[config.mk]
export PLATFORM = sky130hd
export DESIGN_NAME = standby_sequencer
export DESIGN_NICKNAME = d
export VERILOG_FILES = /design/src/rtl/stby_pkg.sv /design/src/rtl/stby_wake_sync.sv /design/src/rtl/stby_seq_fsm.sv /design/src/rtl/stby_out_regs.sv /design/src/rtl/standby_sequencer.sv
export SDC_FILE = /design/constraint.sdc
export NUM_CORES = 1
export LEC_CHECK = 0
export ABC_AREA = 1
export BUFFER_PORTS_ARGS = -buffer_cell sky130_fd_sc_hd__buf_2
export CAP_MARGIN = 20
export CORE_UTILIZATION = 45
export CTS_BUF_LIST = sky130_fd_sc_hd__clkbuf_16
export DETAILED_ROUTE_END_ITERATION = 8
export HOLD_SLACK_MARGIN = 0.15
export PLACE_DENSITY = 0.67
export SLEW_MARGIN = 20
export SYNTH_ARGS = -nofsm -noshare
export SYNTH_HDL_FRONTEND = slang
export SYNTH_SLANG_ARGS = --single-unit
[constraint.sdc]
create_clock -name clk_slow -period 2 [get_ports clk_slow]
set_clock_uncertainty 0.05 [all_clocks]
set_input_delay 0.3 -clock clk_slow [delete_from_list [all_inputs] [get_ports clk_slow]]
set_output_delay 0.3 -clock clk_slow [all_outputs]
set_load 0.1 [all_outputs]
[src/rtl/stby_pkg.sv]
package stby_pkg;

  typedef enum logic [3:0] {
    ST_RUN,
    EN_TMR,
    EN_PER,
    EN_SEL,
    EN_OSC,
    ST_STBY,
    EX_PWR,
    EX_OSC,
    EX_SEL,
    EX_PER
  } seq_state_e;

  typedef enum logic [1:0] {
    PH_RUN   = 2'd0,
    PH_ENTER = 2'd1,
    PH_STBY  = 2'd2,
    PH_EXIT  = 2'd3
  } phase_e;

  typedef struct packed {
    logic tmr_en;
    logic periph_en;
    logic sel_slow;
    logic osc_en;
    logic reg_pdn;
  } ctrl_t;

  localparam ctrl_t CTRL_RUN = '{tmr_en: 1'b1, periph_en: 1'b1, sel_slow: 1'b0,
                                 osc_en: 1'b1, reg_pdn: 1'b0};

  function automatic ctrl_t ctrl_of(seq_state_e s);
    ctrl_t c;
    case (s)
      ST_RUN:  c = CTRL_RUN;
      EN_TMR:  c = '{1'b0, 1'b1, 1'b0, 1'b1, 1'b0};
      EN_PER:  c = '{1'b0, 1'b0, 1'b0, 1'b1, 1'b0};
      EN_SEL:  c = '{1'b0, 1'b0, 1'b1, 1'b1, 1'b0};
      EN_OSC:  c = '{1'b0, 1'b0, 1'b1, 1'b0, 1'b0};
      ST_STBY: c = '{1'b0, 1'b0, 1'b1, 1'b0, 1'b1};
      EX_PWR:  c = '{1'b0, 1'b0, 1'b1, 1'b0, 1'b0};
      EX_OSC:  c = '{1'b0, 1'b0, 1'b1, 1'b1, 1'b0};
      EX_SEL:  c = '{1'b0, 1'b0, 1'b0, 1'b1, 1'b0};
      EX_PER:  c = '{1'b0, 1'b1, 1'b0, 1'b1, 1'b0};
      default: c = CTRL_RUN;
    endcase
    return c;
  endfunction

  function automatic phase_e phase_of(seq_state_e s);
    phase_e p;
    case (s)
      ST_RUN:                         p = PH_RUN;
      EN_TMR, EN_PER, EN_SEL, EN_OSC: p = PH_ENTER;
      ST_STBY:                        p = PH_STBY;
      default:                        p = PH_EXIT;
    endcase
    return p;
  endfunction

endpackage

[src/rtl/stby_wake_sync.sv]
module stby_wake_sync #(
  parameter int N_WAKE      = 4,
  parameter int SYNC_STAGES = 2
) (
  input  logic              clk,
  input  logic              rst,
  input  logic [N_WAKE-1:0] irq,
  input  logic [N_WAKE-1:0] en,
  input  logic              clr,
  output logic              wake
);
  localparam int LAST = SYNC_STAGES - 1;

  logic [N_WAKE-1:0][SYNC_STAGES-1:0] chain_q;
  logic [N_WAKE-1:0]                  synced;
  logic                               hit;
  logic                               pend_q;

  always_ff @(posedge clk) begin
    if (rst) begin
      chain_q <= '0;
    end else begin
      for (int i = 0; i < N_WAKE; i++) begin
        chain_q[i] <= SYNC_STAGES'({chain_q[i], irq[i]});
      end
    end
  end

  for (genvar g = 0; g < N_WAKE; g++) begin : g_tap
    assign synced[g] = chain_q[g][LAST];
  end

  assign hit = |(synced & en);

  // latch so a short pulse survives until the sequencer can act on it
  always_ff @(posedge clk) begin
    if (rst || clr) pend_q <= 1'b0;
    else if (hit)   pend_q <= 1'b1;
  end

  assign wake = hit | pend_q;

endmodule

[src/rtl/stby_seq_fsm.sv]
module stby_seq_fsm
  import stby_pkg::*;
(
  input  logic       clk,
  input  logic       rst,
  input  logic       sleep_req,
  input  logic       wake,
  input  logic       clksel_ack,
  input  logic       osc_ready,
  output seq_state_e state_q,
  output seq_state_e state_d
);

  always_comb begin
    state_d = state_q;
    case (state_q)
      ST_RUN:  if (sleep_req) state_d = EN_TMR;
      EN_TMR:  state_d = wake ? ST_RUN : EN_PER;
      EN_PER:  state_d = wake ? EX_PER : EN_SEL;
      EN_SEL:  if (clksel_ack) state_d = wake ? EX_SEL : EN_OSC;
      EN_OSC:  state_d = wake ? EX_OSC : ST_STBY;
      ST_STBY: if (wake) state_d = EX_PWR;
      EX_PWR:  state_d = EX_OSC;
      EX_OSC:  if (osc_ready) state_d = EX_SEL;
      EX_SEL:  if (!clksel_ack) state_d = EX_PER;
      EX_PER:  state_d = ST_RUN;
      default: state_d = ST_RUN;
    endcase
  end

  always_ff @(posedge clk) begin
    if (rst) state_q <= ST_RUN;
    else     state_q <= state_d;
  end

endmodule

[src/rtl/stby_out_regs.sv]
module stby_out_regs
  import stby_pkg::*;
(
  input  logic       clk,
  input  logic       rst,
  input  seq_state_e state_q,
  input  seq_state_e state_d,
  output ctrl_t      ctrl_q,
  output phase_e     phase_q,
  output logic       done_q
);

  always_ff @(posedge clk) begin
    if (rst) begin
      ctrl_q  <= CTRL_RUN;
      phase_q <= PH_RUN;
      done_q  <= 1'b0;
    end else begin
      ctrl_q  <= ctrl_of(state_d);
      phase_q <= phase_of(state_d);
      done_q  <= (state_d == ST_RUN) && (state_q != ST_RUN);
    end
  end

endmodule

[src/rtl/standby_sequencer.sv]
module standby_sequencer
  import stby_pkg::*;
#(
  parameter int N_WAKE      = 4,
  parameter int SYNC_STAGES = 2
) (
  input  logic              clk_slow,
  input  logic              rst,
  input  logic              sleep_req,
  input  logic [N_WAKE-1:0] wake_irq,
  input  logic [N_WAKE-1:0] wake_en,
  input  logic              clksel_ack,
  input  logic              osc_ready,
  output logic              tmr_en,
  output logic              periph_en,
  output logic              clk_sel_slow,
  output logic              osc_en,
  output logic              reg_pdn,
  output logic [1:0]        state_o,
  output logic              wake_done
);

  seq_state_e state_q;
  seq_state_e state_d;
  ctrl_t      ctrl_q;
  phase_e     phase_q;
  logic       wake;

  stby_wake_sync #(
    .N_WAKE     (N_WAKE),
    .SYNC_STAGES(SYNC_STAGES)
  ) u_wake (
    .clk (clk_slow),
    .rst (rst),
    .irq (wake_irq),
    .en  (wake_en),
    .clr (state_q == ST_RUN),
    .wake(wake)
  );

  stby_seq_fsm u_fsm (
    .clk       (clk_slow),
    .rst       (rst),
    .sleep_req (sleep_req),
    .wake      (wake),
    .clksel_ack(clksel_ack),
    .osc_ready (osc_ready),
    .state_q   (state_q),
    .state_d   (state_d)
  );

  stby_out_regs u_out (
    .clk    (clk_slow),
    .rst    (rst),
    .state_q(state_q),
    .state_d(state_d),
    .ctrl_q (ctrl_q),
    .phase_q(phase_q),
    .done_q (wake_done)
  );

  assign tmr_en       = ctrl_q.tmr_en;
  assign periph_en    = ctrl_q.periph_en;
  assign clk_sel_slow = ctrl_q.sel_slow;
  assign osc_en       = ctrl_q.osc_en;
  assign reg_pdn      = ctrl_q.reg_pdn;
  assign state_o      = phase_q;

endmodule

-- After elaboration in Yosys (flattened, before gate mapping)
Memory sizes are Yosys's and may differ from the RTL's. A register that Yosys moved wholly into a read port is not among the register bits.
Cells that the tools add are included.
- flip-flop bits (word level): 16
- output and inout bits: 8
- logic and storage cells: 42
- input port bits: 13
- ROM bits: 80
- memories: 1
- muxes and demuxes: 11
- reductions and logical operators: 7
- bitwise logic cells: 2
- eq/ne operators: 13
- memory list (memory ; depth ; width ; rd ports ; clocked after memory_dff ; wr ports ; RTL line ; RTL):
    (no name shown) ; 16 ; 5 ; 1 ; 1 ; 0 ; stby_pkg.sv:36 ; case (s)
- operators with widths (operator ; count):
    case mux 4 bit (9 select lines) ; 1
    two-way mux 4 bit ; 7
    == test 4 x 3 -> 1 bit, second input constant ; 6
    == test 4 x 2 -> 1 bit, second input constant ; 4
    == test 4 x 1 -> 1 bit, second input constant ; 2
    logical NOT 4 bit ; 2
    OR reduction 4 bit ; 2
    case mux 2 bit (3 select lines) ; 1
    AND 4 bit ; 1
    == test 4 bit, second input constant ; 1
    two-way mux 2 bit ; 2
    nonzero test 4 bit ; 1
    logical AND 1 bit ; 1
    logical OR 1 bit ; 1
    OR 1 bit ; 1

-- Depth between registers and ports, before layout
- word-level depth: 9
- depth in mapped cells: 10
- gate-level depth less buffers: 10

-- Cells and area by module
Synthesis repeated with hierarchy kept, for this count alone.
- cells, all modules: 151
- area total of the unflattened synthesis: 982.2 sq um
- by module, submodules not included (module ; cells an instance ; times used ; sequential area each (sq um) ; area each (sq um)):
    stby_seq_fsm ; 59 ; 1 ; 80.1 ; 336.6
    stby_out_regs ; 48 ; 1 ; 160.2 ; 322.8
    stby_wake_sync ; 37 ; 1 ; 180.2 ; 296.5
    standby_sequencer ; 7 ; 1 ; 0.0 ; 26.3

-- Least setup slack after synthesis
OpenSTA, ideal clock, no wires.
- path kind: reg2reg
- from: register u_fsm.state_q[1]
- to: register u_out.phase_q[0]
- stages on the path, launching flop included: 11
- path buffers: 0
- setup time: 0.125 ns
- required time: 1.825 ns
- path slack: 0.727 ns
- data arrival time: 1.098 ns
- period minus slack after synthesis: 1.273 ns
- cells stage by stage: dfxtp_1 > nand2_1 > clkinv_2 > nand3_1 > nand2_1 > nor2_1 > nand3_2 > nor2_2 > nand2_2 > nand2_1 > nor2_2
- longest elaborated chain between the ends: 5
- elaborated cells between the ends (all ways): 23
- those cells by class: eq/ne: 13; mux: 7; reduce/logical: 3
- ends and longest elaborated chain (item ; RTL line ; RTL):
    start, declared ; stby_seq_fsm.sv:10 ; output seq_state_e state_q,
    start signal, assigned ; stby_seq_fsm.sv:33 ; else state_q <= state_d;
    == test 4 bit, or another cell as far along ; stby_seq_fsm.sv:16 ; case (state_q)
    case mux 4 bit (9 select lines) (*) ; stby_seq_fsm.sv:16 ;
    == test 4 x 1 -> 1 bit, or another cell as far along ; stby_pkg.sv:54 ; case (s)
    OR reduction 4 bit ; stby_pkg.sv:54 ;
    case mux 2 bit (3 select lines) (*) ; stby_pkg.sv:54 ;
    end signal, assigned ; stby_out_regs.sv:20 ; phase_q <= phase_of(state_d);
    end, declared ; stby_out_regs.sv:9 ; output phase_e phase_q,
Mark *: on every way between the ends. The rest lies on a longest branch, timed or not.
A chain may end at the register's enable or synchronous reset.

-- Worst setup path after layout
Ends and elaborated chain as after synthesis.

==> metrics.cfg <==
[detailed_routing]
wirelength_um=1557
num_vias=788
wl_per_cell_um=8.847
firstDrtPassIters=5
drt-initial-drc-count=15
antenna_left=0
viasPerCell=4.477
drc=0

[synthesis]
ys_ff_latch=21
synth.area.top_cells=dfxtp_1, nand2_1, nor2_1
async_reset_ff_share_pct=0
synth_top_family_by_area=simple AND/OR/NAND/NOR gates
yosysTopAreaCell=dfxtp_1
synth-xor-area-share_pct=0
synth_compound_gate_area_share_pct=4.501
syn_nets=141
muxShareOfSynthArea_pct=0
synth.distinct_cells=19
synth_edf_count=0
yosysSeqAreaShare_pct=47.26
syn_area_sq_um=889.6
synth_fa_ha_area_share_pct=0
synthSimpleGateAreaFrac_pct=36.71
ys_dominant_reg_cell=dfxtp_1
synthTopCellsByCount=nand2_1, nor2_1, inv_1
synth.most_common_cell=nand2_1
yosysWarnings=0
synth_top_cell_area_share_pct=47.26
synth_cells=128
avgSynthCellArea_sq_um=6.950

[placed_design]
io_buffer_count=20
dp.cells=172
dpl_worst_slack_ns=0.5722
gp_congestion=0.8742
dp_hpwl_um=1205

[pwr]
powerDensity_nw_per_um2=1120
ir_drop_v=0.0007709
p_leak_uw=0.0005884
design_power_total_uw=1229

[die]
fp.dieW_um=46.46
num_rows=15
io_pins=21
fp.coreArea_sq_um=1783
start_util_pct=49.89
dieArea_sq_um=2159
fp.dieH_um=46.46

[timing]
slew_viol_final=0
post-route-period-util_pct=71.61
tns_ns=0
fin_ws_ns=0.5678
hold_viol=0
fin_crit_ns=1.432
worst_pin_slew_ns=0.4871
max_freq_mhz=698.2
slew_headroom_pct=67.75
finalSetupViolations=0
rsz0062_at_grt=no

[cts]
cts_resized=0
cts_sinks=21
cts_tree=built
postCtsSetupBuffers=0
path_clk_slew_ns=0.05
cts_max_level=1
clockBufferDepth=2
cts_buffers=3
cts-root-buf=clkbuf_16
worstSkewPairLatency_ns=0.25
ctsHoldBuffers=0

[worst_setup_path]
startpoint_type=register
path_class=reg -> reg
crit_path_end_kind=register
critPathArrivalTime_ns=1.52
required_ns=2.09
cp_max_fo=7

[global_route]
first_global_vias=655
antenna_found_initial=0
grt_max_degree=15
grt_pass1_wl_um=2608
grt_usage_pct=17.37
grt.overflow.total=0

[job]
drv_cap=0

[finish]
num_antenna_cells=0
drive_gt1_share_pct=25.83
fin_cells=176
nNetsFinal=165
synthToLayoutAreaGrowth_pct=23.35

[run_status]
outcome=complete, no violations

[hold_path]
timing.hold.worst.class=in -> reg

[cell type report]
cell class | instances | area [sq um]
fillers | 182 | 685.7
flip-flops and latches | 21 | 420.4
multi-input cells | 80 | 366.6
repair buffers | 20 | 100.1
inverters | 26 | 98.84
clock buffers | 3 | 75.07
well taps | 25 | 31.28
clock inverters | 1 | 5.005
[registers in the layout, summed over array words and instances, names as in the netlist]
name,flops
u_fsm.state_q,4
u_wake.chain_q,8
u_wake.pend_q,1
u_out.ctrl_q,5
u_out.done_q,1
u_out.phase_q,2
[cells in the final DEF, fill, tap and decap left out, drive strengths merged]
master and instances:
a21boi 1, a21oi 2, buf 20, clkbuf 3
clkinv 2, dfxtp 21, inv 25, nand2 32
nand3 10, nand4 1, nor2 28, nor3 3
o21ai 3
[worst max-delay path: stages (launching register included)]
cell     delay, ns
dfxtp_1       0.45
nor2_1        0.11
nand2_1       0.10
nor2_1        0.05
nor2_1        0.12
nand3_2       0.16
nor2_2        0.13
nand2_2       0.07
nand2_1       0.07
nor2_2        0.03
[per-layer routing]
layer  up-vias  wire length (um)  track usage [%]
met1       334               728            22.25
met3         4                92            6.667
met2        19               712            25.00
met4         0                24            8.824
li1        431                 -                -
met5         -                 0                0
[kinds of logic (layout without fill, tap and decap cells)]
kind of cell / Yosys count / count (layout)
AND/OR/NAND/NOR: 74 / 74
buffers and inverters: 27 / 50
flip-flops: 21 / 21
AO/OA/AOI/OAI: 6 / 6
[through the flow]
stage               hold slack, ns  instance area (sq um)  utilization, %
global placement            0.3425                   1017           57.05
CTS                         0.2012                   1097           61.54
detailed placement          0.3507                   1017           57.05
floorplan                   0.3186                  889.6               -
finish                      0.1989                   1097           61.54
global route                0.1987                   1097           61.54
[worst paths after layout]
kind                     start                end  slack [ns]  depth (start not counted)
max           u_fsm.state_q[1]   u_out.phase_q[0]        0.57                          9
min                wake_irq[2]  u_wake.chain_q[4]        0.20                          3
min reg2reg  u_wake.chain_q[4]  u_wake.chain_q[5]        0.35                          2
max reg2reg   u_fsm.state_q[1]   u_out.phase_q[0]        0.57                          9
[where the power goes]
part | leakage (uW) | internal [uW] | switching (uW) | total [uW]
clock network | 0.0000409 | 268 | 138 | 406
logic | 0.000375 | 74.6 | 273 | 348
registers | 0.000172 | 457 | 18.2 | 475
(Power assumes the default switching activity.)
